$ cat src/rtl/hlp_pkg.sv
package hlp_pkg;
  typedef enum logic [1:0] {
    ST_IDLE = 2'd0,
    ST_GATE = 2'd1,
    ST_READ = 2'd2
  } ctl_state_t;
endpackage

$ cat src/rtl/hlp_delay_line.sv
module hlp_delay_line #(
  parameter int DEPTH = 100
) (
  input  logic clk,
  input  logic rst_n,
  input  logic din,
  output logic tap
);
  logic [DEPTH-1:0] sr_q;
  logic [DEPTH-1:0] sr_d;

  always_comb begin
    sr_d = {sr_q[DEPTH-2:0], din};
  end

  always_ff @(posedge clk or negedge rst_n) begin
    if (!rst_n) sr_q <= '0;
    else        sr_q <= sr_d;
  end

  assign tap = sr_q[DEPTH-1];
endmodule

$ cat src/rtl/hlp_ctrl.sv
module hlp_ctrl
  import hlp_pkg::*;
#(
  parameter int GATE_W = 4
) (
  input  logic              clk,
  input  logic              rst_n,
  input  logic              trig,
  input  logic [GATE_W-1:0] gate_len,
  input  logic              out_ready,
  output logic              gate_on,
  output logic              gate_last,
  output logic              accept,
  output logic              busy,
  output logic              out_valid
);
  ctl_state_t        st_q, st_d;
  logic [GATE_W-1:0] cnt_q, cnt_d;
  logic [GATE_W-1:0] eff_len;

  assign eff_len = (gate_len == '0) ? GATE_W'(1) : gate_len;

  always_comb begin
    st_d  = st_q;
    cnt_d = cnt_q;
    unique case (st_q)
      ST_IDLE: begin
        if (trig) begin
          st_d  = ST_GATE;
          cnt_d = eff_len;
        end
      end
      ST_GATE: begin
        if (cnt_q == GATE_W'(1)) st_d = ST_READ;
        else                     cnt_d = cnt_q - GATE_W'(1);
      end
      ST_READ: begin
        if (out_ready) st_d = ST_IDLE;
      end
      default: st_d = ST_IDLE;
    endcase
  end

  always_ff @(posedge clk or negedge rst_n) begin
    if (!rst_n) begin
      st_q  <= ST_IDLE;
      cnt_q <= '0;
    end else begin
      st_q  <= st_d;
      cnt_q <= cnt_d;
    end
  end

  assign gate_on   = (st_q == ST_GATE);
  assign gate_last = gate_on && (cnt_q == GATE_W'(1));
  assign out_valid = (st_q == ST_READ);
  assign accept    = out_valid && out_ready;
  assign busy      = (st_q != ST_IDLE);
endmodule

$ cat src/rtl/hlp_hit_accum.sv
module hlp_hit_accum #(
  parameter int N_CH = 16
) (
  input  logic            clk,
  input  logic            rst_n,
  input  logic [N_CH-1:0] tap_vec,
  input  logic            gate_on,
  input  logic            gate_last,
  input  logic            clear,
  output logic [N_CH-1:0] pattern
);
  logic [N_CH-1:0] flag_q, flag_d;
  logic            flag_en;
  logic [N_CH-1:0] pat_q;
  logic            pat_en;

  always_comb begin
    flag_en = clear || gate_on;
    flag_d  = clear ? '0 : (flag_q | tap_vec);
    pat_en  = gate_last;
  end

  always_ff @(posedge clk or negedge rst_n) begin
    if (!rst_n)       flag_q <= '0;
    else if (flag_en) flag_q <= flag_d;
  end

  always_ff @(posedge clk or negedge rst_n) begin
    if (!rst_n)      pat_q <= '0;
    else if (pat_en) pat_q <= flag_q | tap_vec;
  end

  assign pattern = pat_q;
endmodule

$ cat src/rtl/hit_latency_pipe.sv
module hit_latency_pipe #(
  parameter int N_CH   = 16,
  parameter int DEPTH  = 100,
  parameter int GATE_W = 4
) (
  input  logic              clk,
  input  logic              rst_n,
  input  logic [N_CH-1:0]   hit_in,
  input  logic              trig,
  input  logic [GATE_W-1:0] gate_len,
  input  logic              out_ready,
  output logic              busy,
  output logic              out_valid,
  output logic [N_CH-1:0]   out_pattern
);
  logic [N_CH-1:0] tap_vec;
  logic            gate_on, gate_last, accept;

  for (genvar c = 0; c < N_CH; c++) begin : g_ch
    hlp_delay_line #(.DEPTH(DEPTH)) u_dl (
      .clk  (clk),
      .rst_n(rst_n),
      .din  (hit_in[c]),
      .tap  (tap_vec[c])
    );
  end

  hlp_ctrl #(.GATE_W(GATE_W)) u_ctrl (
    .clk      (clk),
    .rst_n    (rst_n),
    .trig     (trig),
    .gate_len (gate_len),
    .out_ready(out_ready),
    .gate_on  (gate_on),
    .gate_last(gate_last),
    .accept   (accept),
    .busy     (busy),
    .out_valid(out_valid)
  );

  hlp_hit_accum #(.N_CH(N_CH)) u_acc (
    .clk      (clk),
    .rst_n    (rst_n),
    .tap_vec  (tap_vec),
    .gate_on  (gate_on),
    .gate_last(gate_last),
    .clear    (accept),
    .pattern  (out_pattern)
  );
endmodule

$ cat config.mk
export PLATFORM = sky130hd
export DESIGN_NAME = hit_latency_pipe
export DESIGN_NICKNAME = d
export VERILOG_FILES = /design/src/rtl/hlp_pkg.sv /design/src/rtl/hlp_delay_line.sv /design/src/rtl/hlp_ctrl.sv /design/src/rtl/hlp_hit_accum.sv /design/src/rtl/hit_latency_pipe.sv
export SDC_FILE = /design/constraint.sdc
export NUM_CORES = 1
export LEC_CHECK = 0
export BUFFER_PORTS_ARGS = -buffer_cell sky130_fd_sc_hd__buf_2
export CAP_MARGIN = 20
export CORE_MARGIN = 10
export CORE_UTILIZATION = 43
export DETAILED_ROUTE_END_ITERATION = 8
export HOLD_SLACK_MARGIN = 0.08
export PLACE_DENSITY = 0.58
export SETUP_SLACK_MARGIN = 0.3
export SLEW_MARGIN = 20
export SYNTH_ARGS = -nofsm -noshare
export SYNTH_HDL_FRONTEND = slang
export SYNTH_SLANG_ARGS = --single-unit
export TNS_END_PERCENT = 5
$ cat constraint.sdc
create_clock -name clk -period 4.6 [get_ports clk]
set_input_delay 0.46 -clock clk [delete_from_list [all_inputs] [get_ports clk]]
set_output_delay 0.46 -clock clk [all_outputs]
set_load 0.005 [all_outputs]
==> metrics.log, run 1 <==
INFO  metric yosysUniqueCellTypes = 31
INFO  metric tritoncts = yes
INFO  metric die_width = ~330 um
INFO  metric cp_data_arrival_time = 1530 ps
INFO  metric clock_tree.root_cell = sky130_fd_sc_hd__clkbuf_16
INFO  metric worstSetupStartpointType = flop
INFO  metric synth_nets = between 1,500 and 2,000
INFO  metric drt-total-wl = 46.0 mm
INFO  metric cap_viol_max_count = 0
INFO  metric antenna_cells = 0
INFO  metric yosysSeqAreaShare = a little over nine tenths
INFO  metric yosys_warn_count = 0
INFO  metric timing.hold.worst.start = gate_len[3]
INFO  metric gpl.final_weighted_congestion = 0.702
INFO  metric hold-worst-slack = 162 ps
INFO  metric num-fill-cells = between 7,000 and 8,000
INFO  metric setup.worst_path.end_class = primary output
INFO  metric worstSetupPathType = flop to primary output
INFO  metric p_leak = between 0.02 and 0.025 uW
INFO  metric cts_repair_resize_count = 0
INFO  metric total_via_count_after_detailed_routing = 14,000
INFO  metric setup_slack = approximately 2600 ps
INFO  metric placement.setup.worst_slack = 2650 ps
INFO  metric number_of_hold_slack_violations_in_the_final_timing_report = 0
INFO  metric netlist.area_leader.share = 98.3%
INFO  metric initial_utilization = between 40% and 50%
INFO  metric clkLatencyLatePin = 720 ps
INFO  metric rows = 114
INFO  metric post-layout-total-power = between 20,000 and 30,000 uW
INFO  metric layout_min_cycle_time = 1990 ps
INFO  metric ir_drop = between 0.0003 and 0.0004 V
INFO  metric critPathLaunch = u_ctrl.st_q[0]
INFO  metric io_pins = 42
INFO  metric outcome = finished, final reports clean
INFO  metric grt_max_degree = 174
INFO  metric report.final.slew_viol_count = 0
INFO  metric final.period_utilization = around 43%
INFO  metric synth_enable_flop_cells = 0
INFO  metric design.core.area = roughly 0.096 mm^2
INFO  metric postCtsSetupRepairBufs = 0
INFO  metric cts_max_path_buffers = 3
INFO  metric port_buffers = 41
INFO  metric fin_tns_setup = 0 ps
INFO  metric synth.avg_cell_area = 23.7 um^2
INFO  metric finish.cell_count_without_fillers = between 3,000 and 4,000
INFO  metric synthFlopType = sky130_fd_sc_hd__dfrtp_1
INFO  metric routed_wire_length_per_instance = 13.7 um
INFO  metric max-slew-margin-rel = 41.1%
INFO  metric synthToLayoutAreaGrowth = 17.0%
INFO  metric vias_in_the_first_global_route = 16,000
INFO  metric hold_path.class = input pin to flop
INFO  metric cts_made_buffers = ~150
INFO  metric holdBufCountCts = 22
INFO  metric reg2reg_from = u_ctrl.st_q[1]
INFO  metric post_drt_via_cell_ratio = 4.16
INFO  metric synth_top_area_cell = sky130_fd_sc_hd__dfrtp_1
INFO  metric numPlacedInstances = about 3,100
INFO  metric clk_pin_slew = 60 ps
INFO  metric power.density = 570 mW/mm^2
INFO  metric fp.dieArea = between 0.1 and 0.15 mm^2
INFO  metric synthesized_instance_count = roughly 1,800
INFO  metric grt_overflow = 0
INFO  metric async_reset_ff_share = 100%
INFO  metric worst_pin_slew = about 880 ps
INFO  metric grtUsageTotal = about 9%
INFO  metric syn-cell-area = 0.0417 mm^2
INFO  metric first_pass_grt_wire_length = between 80 and 90 mm
INFO  metric tritoncts_num_sinks = about 1,600
INFO  metric final.setup_skew = between 15 and 20 ps
INFO  metric die_height = 331 um
INFO  metric worstPathMaxFanout = 8
INFO  metric share_of_cells_above_drive_strength_1 = between 10% and 20%
INFO  metric rsz_0062_raised_after_global_routing = no
INFO  metric initialDrtViolationCount = 902
INFO  metric drc_errors = 0
INFO  metric grt_antenna_before_repair = 0
INFO  metric layout.nets = 2,016
INFO  metric achievable-frequency = 504 MHz
INFO  metric ant_nets = 0
INFO  metric synth.top_cells.by_area = sky130_fd_sc_hd__dfrtp_1, sky130_fd_sc_hd__mux2i_1, sky130_fd_sc_hd__nor2_1
INFO  metric dpl.hpwl = 19.9 mm
INFO  metric critical_path_required = 4140 ps
INFO  metric postSynthRegisterBits = 1,638
INFO  metric drt_pass1_iterations = 4
INFO  metric total_setup_violations_reported_at_the_end_of_the_flow = 0
INFO  metric htree_num_levels = 4
[path summary, 6_finish.rpt]
check,slack (ps),endpoint,cells past startpoint
min,160,u_ctrl.cnt_q[3],3
min reg2reg,330,g_ch[12].u_dl.sr_q[37],0
max reg2reg,2780,u_acc.pattern[8],3
min in group asynchronous,350,g_ch[3].u_dl.sr_q[71],2
max in group asynchronous,2820,u_acc.flag_q[1],3
max,2610,busy,2
[cells by family after synthesis]
group / share of synthesized area (%)
mux: 0.408
flops: 98.3
simple gates: 0.555
compound gates: 0.384
fa+ha+maj: 0.0600
buf+inv: 0.318
[metrics by stage]
step / cell area (um^2) / util, %
5_1_grt: 48800 / 50.6
3_3_place_gp: 43700 / 45.4
2_1_floorplan: 41700 / -
4_1_cts: 48800 / 50.6
6_report: 48800 / 50.6
3_5_place_dp: 43700 / 45.4
[registers in the layout (all words and copies together) (netlist names)]
name and count:
g_ch.u_dl.sr_q 1600, u_acc.flag_q 16, u_acc.pattern 16, u_ctrl.cnt_q 4
u_ctrl.st_q 2
[layout make-up]
class	count	area (um^2)	area share, %
flip-flops and latches	1638	41000	84.0
clock buffers	209	4230	8.66
well taps	1276	1600	3.27
repair buffers	87	708	1.45
clock inverters	41	632	1.29
multi-input cells	94	587	1.20
inverters	21	78.8	0.161
[routing by layer]
| metal | track usage [%] | vias up | routed length, um |
|---|---|---|---|
| li1 | - | 5926 | - |
| met1 | 12.6 | 7710 | 22000 |
| met2 | 12.6 | 235 | 20500 |
| met3 | 2.48 | 120 | 2020 |
| met4 | 4.73 | 0 | 1530 |
| met5 | 0 | - | 0 |
[critical path, cell delays in order, from the launching register on]
cell and delay (ps):
sky130_fd_sc_hd__dfrtp_1 450, sky130_fd_sc_hd__or2_1 250, sky130_fd_sc_hd__buf_2 130
[cell usage after synthesis, types with 2 or more instances]
cell                        instances
sky130_fd_sc_hd__a2bb2oi_1          2
sky130_fd_sc_hd__mux2i_1           17
sky130_fd_sc_hd__inv_1             20
sky130_fd_sc_hd__nor2_1            34
sky130_fd_sc_hd__a211oi_1           2
sky130_fd_sc_hd__dfrtp_1         1638
sky130_fd_sc_hd__buf_6              2
sky130_fd_sc_hd__o21ai_1            2
sky130_fd_sc_hd__nand3b_1           2
sky130_fd_sc_hd__a21oi_1           16
sky130_fd_sc_hd__ha_1               2
sky130_fd_sc_hd__o21ai_0            3
[layout by cell type (no fill, tap or decap), drive strengths merged, types with 3 or more instances in the layout]
cell type and n:
dfrtp 1638, clkbuf 209, buf 65, nor2 34, inv 28, dlygate4sd3 22, clkinv 21, mux2i 17
a21oi 16, bufinv 10, o21ai 5, clkinvlp 3
[power by group]
group | internal [uW] | switching, uW | total (uW)
sequential | 14900 | 197 | 15100
clock | 7000 | 4930 | 11900
combinational | 254 | 499 | 753
total | 22200 | 5630 | 27800
Power figures use the tool's default switching activity.
==> run 2, diff against run 1 <==
PLACE_DENSITY = 0.6   (was 0.58)
clock period = 1.75 ns   (was 4.6 ns; I/O delays follow)
==> run 2 against run 1 <==
Net effect:
- final cell count up 1.9%
- largest cell class unchanged
- non-clock buffer count up 50
- count of clock-buffer cells in the layout down 3
- sequential share of layout area fell by 1.2 points
- critical path depth is the same
- highest routed layer unchanged
==> metrics.log, run 2 (synthesis gave the netlist of run 1 again) <==
INFO  metric outcome = finished, final reports clean
INFO  metric setup.worst_path.end_class = primary output
INFO  metric final.setup_skew = 21.7 ps (+2.17 ps)
INFO  metric rr_worst_depth = 5 (+2)
INFO  metric power.share.sequential = 54.0% (-0.4 points)
INFO  metric layout_min_cycle_time = ~1600 ps
INFO  metric regMostFlops = g_ch.u_dl.sr_q
INFO  metric ant_nets = 0 (unchanged)
INFO  metric hold-worst-slack = 129 ps (-32.6 ps)
INFO  metric layout.nets = 2,065 (+2.4%)
INFO  metric number_of_hold_slack_violations_in_the_final_timing_report = 0 (unchanged)
INFO  metric share_clk_of_total_power = 43.1% (+0.2 points)
INFO  metric cpMaxStageDelayCell = sky130_fd_sc_hd__dfrtp_2
INFO  metric clk_pin_slew = 60 ps (about the same)
INFO  metric worstPathCellList = or2_1 -> buf_2
INFO  metric p_leak = 0.0246 uW (+1.6%)
INFO  metric io_pins = 42 (unchanged)
INFO  metric mostFrequentLayoutCell = sky130_fd_sc_hd__dfrtp_1
INFO  metric final.period_utilization = between 90% and 100%
INFO  metric grtUsageTotal = 9.20% (+0.26 points)
INFO  metric first_pass_grt_wire_length = 84.6 mm (+2.4%)
INFO  metric drt-total-wl = 47.6 mm (+3.3%)
INFO  metric rsz_0062_raised_after_global_routing = yes
INFO  metric design.core.area = 0.0964 mm^2 (unchanged)
INFO  metric routed_wire_length_per_instance = 13.9 um (+1.4%)
INFO  metric vias_in_the_first_global_route = 16,300 (+1.6%)
INFO  metric num-fill-cells = 7,534 (-0.54%)
INFO  metric worst_pin_slew = 565 ps (-318 ps)
INFO  metric power_switching_share = 20.3% (+0.072 points)
INFO  metric total_setup_violations_reported_at_the_end_of_the_flow = 0 (unchanged)
INFO  metric reg2reg_from = u_ctrl.st_q[1]
INFO  metric grt_max_degree = 114 (-34%)
INFO  metric cpLargestDelayFamily = flip-flops
INFO  metric final-seq-area = 0.0410 mm^2 (about the same)
INFO  metric critical_path_required = 1570 ps (-2570 ps)
INFO  metric grtUsageMet2 = 13.2% (+0.67 points)
INFO  metric htree_num_levels = 4 (unchanged)
INFO  metric port_buffers = 41 (unchanged)
INFO  metric total_via_count_after_detailed_routing = 14,200 (+1.4%)
INFO  metric die_height = 331 um (unchanged)
INFO  metric post_drt_via_cell_ratio = 4.13 (-0.52%)
INFO  metric clkLatencyLatePin = 710 ps (about the same)
INFO  metric p_comb_share = 3.0% (+0.3 points)
INFO  metric tritoncts = yes
INFO  metric drc_errors = 0 (unchanged)
INFO  metric report.final.slew_viol_count = 0 (unchanged)
INFO  metric switch_pwr = 15,000 uW (+170%)
INFO  metric cts_made_buffers = 147 (-0.68%)
INFO  metric grt_most_used_layer = met2
INFO  metric largest_reg_flops = 1,600 (unchanged)
INFO  metric worstSetupStartpointType = flop
INFO  metric rows = 114 (unchanged)
INFO  metric ir_drop = 0.000708 V (+110%)
INFO  metric tritoncts_num_sinks = 1,638 (unchanged)
INFO  metric multi_input_combinational_cell_area = 589 um^2 (+0.43%)
INFO  metric path_buf_inv = 1 (unchanged)
INFO  metric worstPathMaxFanout = 4 (-4)
INFO  metric power.density = 1490 mW/mm^2 (+160%)
INFO  metric cp_data_arrival_time = 1460 ps (-70 ps)
INFO  metric cts_max_path_buffers = 3 (unchanged)
INFO  metric max-slew-margin-rel = 62.3% (+21 points)
INFO  metric synthToLayoutAreaGrowth = 18.8%
INFO  metric gr-usage-met1 = 12.9% (+0.26 points)
INFO  metric worstSetupPathType = flop to primary output
INFO  metric critPathLaunch = u_ctrl.st_q[0]
INFO  metric final_area = 0.0495 mm^2 (+1.5%)
INFO  metric fp.dieArea = 0.110 mm^2 (unchanged)
INFO  metric hold_path.class = input pin to async pin
INFO  metric grtUsageMet3 = 2.58% (+0.10 points)
INFO  metric most-common-layout-cells = sky130_fd_sc_hd__dfrtp_1, sky130_fd_sc_hd__clkbuf_16, sky130_fd_sc_hd__dlygate4sd3_1, sky130_fd_sc_hd__buf_2, sky130_fd_sc_hd__nor2_1
INFO  metric grt_antenna_before_repair = 1 (+1)
INFO  metric initialDrtViolationCount = 756 (-16%)
INFO  metric antenna_cells = 0 (unchanged)
INFO  metric critical_path.reg2reg.endpoint = u_acc.pattern[5]
INFO  metric dpl.hpwl = 21.7 mm (+8.9%)
INFO  metric share_of_cells_above_drive_strength_1 = 16.0% (+2.3 points)
INFO  metric drt_pass1_iterations = 4 (unchanged)
INFO  metric dpl_cell_area = 0.0442 mm^2 (+1.0%)
INFO  metric clock_tree.root_cell = sky130_fd_sc_hd__clkbuf_16
INFO  metric die_width = 331 um (unchanged)
INFO  metric achievable-frequency = 612 MHz
INFO  metric initial_utilization = 43.3% (unchanged)
INFO  metric fin_tns_setup = 0 ps (unchanged)
INFO  metric cap_viol_max_count = 0 (unchanged)
INFO  metric gpl.final_weighted_congestion = 0.716 (+2.1%)
INFO  metric grt_overflow = 0 (unchanged)
INFO  metric finish.utilization = 51.4% (+0.75 points)
INFO  metric slowest_delay = 420 ps (-30 ps)
INFO  metric r2r_setup_slk = 190 ps (-2590 ps)
INFO  metric power.internal = 58,700 uW (+160%)
## run 2: cell types whose count changed in the layout (fill, tap and decap cells not counted), sizes merged
cell	change
inv	+1
clkinv	+15
dlygate4sd3	+18
buf	+32
clkinvlp	+2
clkbuf	-3
## run 2: layout make-up
| class | count | area share [%] |
|---|---|---|
| sequential | 1638 | 82.7 |
| clock buffer | 206 | 8.65 |
| tap | 1276 | 3.22 |
| timing repair buffer | 137 | 2.76 |
| clock inverter | 59 | 1.28 |
| multi-input combinational | 94 | 1.19 |
| inverter | 21 | 0.159 |
## run 2: through the flow
stage / std cells / setup WS (ps) / power [uW]
after floorplan: 1759 / 328 / 41100
after CTS: 3431 / 48.3 / 75000
after detailed placement: 3123 / 248 / 42600
after global routing: 3431 / 34.2 / 77000
final: 3431 / 115 / 73700
after global placement: 3123 / 290 / 42400
## run 2: worst max-delay path by stage
stage / to / slack, ps / cells past startpoint
3_3_place_gp: u_ctrl.cnt_q[0] / 290 / 4
6_report: busy / 120 / 2
4_1_cts: busy / 50 / 2
3_5_place_dp: u_ctrl.cnt_q[0] / 250 / 5
5_1_grt: out_valid / 30 / 3
2_1_floorplan: u_ctrl.cnt_q[0] / 330 / 4
## run 2: what timing repair did
action                     in CTS  in global routing
setup buffers                   2                  0
hold endpoints to repair     1663                  0
hold buffers                   41                  0
gates resized for setup         1                  0
pin swaps                       1                  1
setup endpoints to repair      27                 34
## run 2: per-layer routing
| layer | share of wire [%] | vias up |
|---|---|---|
| met4 | 3.2 | 0 |
| met5 | 0 | - |
| met3 | 4.4 | 128 |
| li1 | - | 6054 |
| met1 | 47 | 7777 |
| met2 | 45 | 228 |
## run 2: power by group through the flow
stage / logic (uW) / clock network, uW / registers (uW)
after detailed placement: 2170 / 0 / 40400
after global placement: 2020 / 0 / 40400
after global routing: 2540 / 34600 / 39900
final: 2190 / 31700 / 39700
after floorplan: 802 / 0 / 40300
after CTS: 2300 / 33000 / 39800
## run 2: tightest hold or removal path: stages
cell and delay [ps]:
sky130_fd_sc_hd__dlygate4sd3_1 580, sky130_fd_sc_hd__buf_12 210, sky130_fd_sc_hd__buf_12 220
==> run 3, diff against run 2 <==
SYNTH_HIERARCHICAL = 1   (was unset)
==> run 3 against run 2 <==
Net effect:
- clock power up 2%
- count of clock-buffer cells in the layout is 10 higher
- critical endpoint unchanged
- synthesized cell count rose by 0.11%
- largest power group unchanged
==> metrics.log, run 3 <==
INFO  metric reg2reg_from = u_ctrl/cnt_q[0]
INFO  metric final_area = 0.0497 mm^2 (+0.25%)
INFO  metric gpl.final_weighted_congestion = 0.720 (+0.49%)
INFO  metric rsz_0062_raised_after_global_routing = yes
INFO  metric synthesized_instance_count = 1,761 (+0.11%)
INFO  metric syn-cell-area = 0.0417 mm^2 (about the same)
INFO  metric ant_nets = 0 (unchanged)
INFO  metric drt-total-wl = 48.6 mm (+2.2%)
INFO  metric dpl.hpwl = 21.8 mm (+0.69%)
INFO  metric clkLatencyLatePin = 710 ps (about the same)
INFO  metric total_setup_violations_reported_at_the_end_of_the_flow = 0 (unchanged)
INFO  metric port_buffers = 41 (unchanged)
INFO  metric switch_pwr = 15,200 uW (+1.7%)
INFO  metric drt_pass1_iterations = 4 (unchanged)
INFO  metric achievable-frequency = 600 MHz (-2.0%)
INFO  metric cts_made_buffers = 151 (+2.7%)
INFO  metric fin_tns_setup = 0 ps (unchanged)
INFO  metric grtUsageTotal = 9.33% (+0.13 points)
INFO  metric synth.top_cells.by_area = sky130_fd_sc_hd__dfrtp_1, sky130_fd_sc_hd__nor2_1, sky130_fd_sc_hd__a21oi_2
INFO  metric num-fill-cells = 7,456 (-1.0%)
INFO  metric power.share.sequential = 53.6% (-0.4 points)
INFO  metric initial_utilization = 43.2% (about the same)
INFO  metric netlist.area_leader.share = 98.4% (about the same)
INFO  metric drc_errors = 0 (unchanged)
INFO  metric synth_nets = 1,787 (+0.11%)
INFO  metric dpl_cell_area = 0.0441 mm^2 (-0.14%)
INFO  metric slowest_delay = 440 ps (+20 ps)
INFO  metric yosysUniqueCellTypes = 30 (-3.2%)
INFO  metric final.period_utilization = 95.3% (+1.9 points)
INFO  metric async_reset_ff_share = 100% (unchanged)
INFO  metric tritoncts = yes
INFO  metric mostFrequentLayoutCell = sky130_fd_sc_hd__dfrtp_1
INFO  metric worstSetupStartpointType = flop
INFO  metric synthFlopType = sky130_fd_sc_hd__dfrtp_1
INFO  metric initialDrtViolationCount = 721 (-4.6%)
INFO  metric routed_wire_length_per_instance = 14.2 um (+2.2%)
INFO  metric critical_path_required = 1570 ps (about the same)
INFO  metric share_clk_of_total_power = 43.4% (+0.3 points)
INFO  metric power_switching_share = 20.5% (+0.23 points)
INFO  metric cp_data_arrival_time = 1490 ps (+30 ps)
INFO  metric regMostFlops = g_ch.u_dl/sr_q
INFO  metric clk_pin_slew = 60 ps (about the same)
INFO  metric p_comb_share = 3.0% (about the same)
INFO  metric r2r_setup_slk = 130 ps (-60 ps)
INFO  metric ir_drop = 0.000879 V (+24%)
INFO  metric largest_reg_flops = 1,600 (unchanged)
INFO  metric finish.cell_count_without_fillers = 3,432 (+0.029%)
INFO  metric grt_overflow = 0 (unchanged)
INFO  metric critical_path.reg2reg.endpoint = u_ctrl/cnt_q[0]
INFO  metric first_pass_grt_wire_length = 85.8 mm (+1.4%)
INFO  metric share_of_cells_above_drive_strength_1 = 16.4% (+0.46 points)
INFO  metric total_via_count_after_detailed_routing = 14,300 (+0.54%)
INFO  metric synth.avg_cell_area = 23.7 um^2 (-0.20%)
INFO  metric htree_num_levels = 4 (unchanged)
INFO  metric vias_in_the_first_global_route = 16,400 (+0.57%)
INFO  metric die_height = 331 um (about the same)
INFO  metric tritoncts_num_sinks = 1,638 (unchanged)
INFO  metric die_width = 331 um (about the same)
INFO  metric most_frequent_cell_after_synthesis = sky130_fd_sc_hd__dfrtp_1
INFO  metric power.density = 1490 mW/mm^2 (+0.37%)
INFO  metric commonest_cells_in_the_netlist = sky130_fd_sc_hd__dfrtp_1, sky130_fd_sc_hd__nor2_1, sky130_fd_sc_hd__a21oi_1
INFO  metric design.core.area = 0.0964 mm^2 (unchanged)
INFO  metric worstPathCellList = or2_4 -> buf_6
INFO  metric final.setup_skew = 14.7 ps (-6.99 ps)
INFO  metric post_drt_via_cell_ratio = 4.16 (+0.51%)
INFO  metric postSynthRegisterBits = 1,638 (unchanged)
INFO  metric synth_top_area_cell = sky130_fd_sc_hd__dfrtp_1
INFO  metric most-common-layout-cells = sky130_fd_sc_hd__dfrtp_1, sky130_fd_sc_hd__clkbuf_16, sky130_fd_sc_hd__nor2_1
INFO  metric yosysSeqAreaShare = 98.4% (about the same)
INFO  metric fp.dieArea = 0.110 mm^2 (about the same)
INFO  metric rr_worst_depth = 4 (-1)
INFO  metric multi_input_combinational_cell_area = 626 um^2 (+6.2%)
INFO  metric setup.worst_path.end_class = primary output
INFO  metric power.internal = 58,900 uW (+0.33%)
INFO  metric outcome = finished, final reports clean
INFO  metric io_pins = 42 (unchanged)
INFO  metric max-slew-margin-rel = 61.0% (-1.3 points)
INFO  metric grt_antenna_before_repair = 0 (-1)
INFO  metric synth_enable_flop_cells = 0 (unchanged)
INFO  metric synthToLayoutAreaGrowth = 19.2%
INFO  metric clock_tree.root_cell = sky130_fd_sc_hd__clkbuf_16
INFO  metric p_leak = 0.0244 uW (-0.61%)
INFO  metric cts_max_path_buffers = 3 (unchanged)
INFO  metric timing.hold.worst.start = hit_in[1]
INFO  metric worstPathMaxFanout = 4 (unchanged)
INFO  metric layout.nets = 2,070 (+0.24%)
INFO  metric hold-path-endpoint = g_ch[1].u_dl/sr_q[0]
INFO  metric worstSetupPathType = flop to primary output
INFO  metric cap_viol_max_count = 0 (unchanged)
INFO  metric worst_pin_slew = 585 ps (+19.6 ps)
INFO  metric number_of_hold_slack_violations_in_the_final_timing_report = 0 (unchanged)
INFO  metric hold_path.class = input pin to flop
INFO  metric final-seq-area = 0.0410 mm^2 (unchanged)
INFO  metric numPlacedInstances = 3,120 (-0.096%)
INFO  metric yosys_warn_count = 6 (+6)
INFO  metric layout_min_cycle_time = 1670 ps (+32.6 ps)
INFO  metric cpMaxStageDelayCell = sky130_fd_sc_hd__dfrtp_2
INFO  metric whs_path_depth = 2
INFO  metric rows = 114 (unchanged)
INFO  metric report.final.slew_viol_count = 0 (unchanged)
INFO  metric grt_max_degree = 97 (-15%)
## run 3: changes by cell type in the layout (fill, tap and decap cells not counted), moves of 3 or more
cell	previous run	this run
sky130_fd_sc_hd__clkbuf_1	25	28
sky130_fd_sc_hd__mux2i_1	17	1
sky130_fd_sc_hd__clkbuf_16	151	154
sky130_fd_sc_hd__nor2_1	34	50
sky130_fd_sc_hd__clkinv_2	32	19
sky130_fd_sc_hd__clkinv_4	0	4
sky130_fd_sc_hd__clkbuf_8	30	35
sky130_fd_sc_hd__inv_16	0	3
sky130_fd_sc_hd__a21oi_1	16	19
sky130_fd_sc_hd__inv_6	7	4
sky130_fd_sc_hd__a21oi_2	0	13
sky130_fd_sc_hd__inv_1	20	5
## run 3: worst max-delay path: cells and delay by family, from the launching register on
| family | cells | cell delay [ps] |
|---|---|---|
| flip-flops | 1 | 440 |
| AND/OR/NAND/NOR | 1 | 240 |
| buffers and inverters | 1 | 120 |
## run 3: routing by layer
| metal | vias up | global-route usage, % | routed length (um) |
|---|---|---|---|
| li1 | 6082 | - | - |
| met1 | 7817 | 13.3 | 23100 |
| met2 | 242 | 13.2 | 21900 |
| met3 | 123 | 2.72 | 2240 |
| met4 | 0 | 4.29 | 1370 |
| met5 | - | 0 | 0 |
## run 3: worst max path at each step
| stage | start | end | slack, ps | cells after the start |
|---|---|---|---|---|
| 6_report | u_ctrl/st_q[0] | busy | 80 | 2 |
| 5_1_grt | u_ctrl/st_q[0] | busy | 7 | 2 |
| 4_1_cts | u_ctrl/st_q[0] | busy | 30 | 2 |
| 3_5_place_dp | u_ctrl/cnt_q[0] | u_ctrl/cnt_q[0] | 180 | 4 |
| 3_3_place_gp | u_ctrl/cnt_q[0] | u_ctrl/cnt_q[0] | 270 | 4 |
| 2_1_floorplan | u_ctrl/cnt_q[0] | u_ctrl/cnt_q[0] | 320 | 4 |
## run 3: area by class of cell
type                    count  area share, %
diodes                      1        0.00504
clock buffers             216           8.89
clock inverters            48           1.25
inverters                   5         0.0378
multi-input cells         110           1.26
flip-flops and latches   1638           82.5
well taps                1276           3.21
repair buffers            138           2.81
## run 3: kinds of logic after synthesis
kind of cell	synth area share, %
mux	0.0240
simple gates	0.676
buf+inv	0.183
compound gates	0.700
flops	98.4
fa+ha+maj	0.0600
## run 3: per-stage QoR
step	power [uW]	hold slack (ps)	setup slack, ps	utilization, %
CTS	75400	175	31.7	51.5
global placement	42300	112	274	45.8
global route	77500	206	6.96	51.5
finish	74100	235	82.6	51.5
floorplan	41000	-121	321	-
detailed placement	42500	98.8	179	45.8
## run 3: power groups by stage
| stage | Sequential, uW | Clock (uW) | Combinational (uW) |
|---|---|---|---|
| floorplan | 40200 | 0 | 798 |
| global placement | 40300 | 0 | 1970 |
| detailed placement | 40400 | 0 | 2090 |
| CTS | 39700 | 33400 | 2230 |
| global route | 39900 | 35100 | 2550 |
| finish | 39700 | 32200 | 2220 |
## run 3: timing repair
| action | in CTS | in global routing |
|---|---|---|
| gates resized for setup | 3 | 4 |
| pin swaps | 0 | 1 |
| hold buffers | 40 | 0 |
| endpoints found under the hold margin | 1671 | 0 |
| gates cloned | 0 | 1 |
| setup endpoints to repair | 40 | 48 |
| buffers inserted | 5 | 1 |
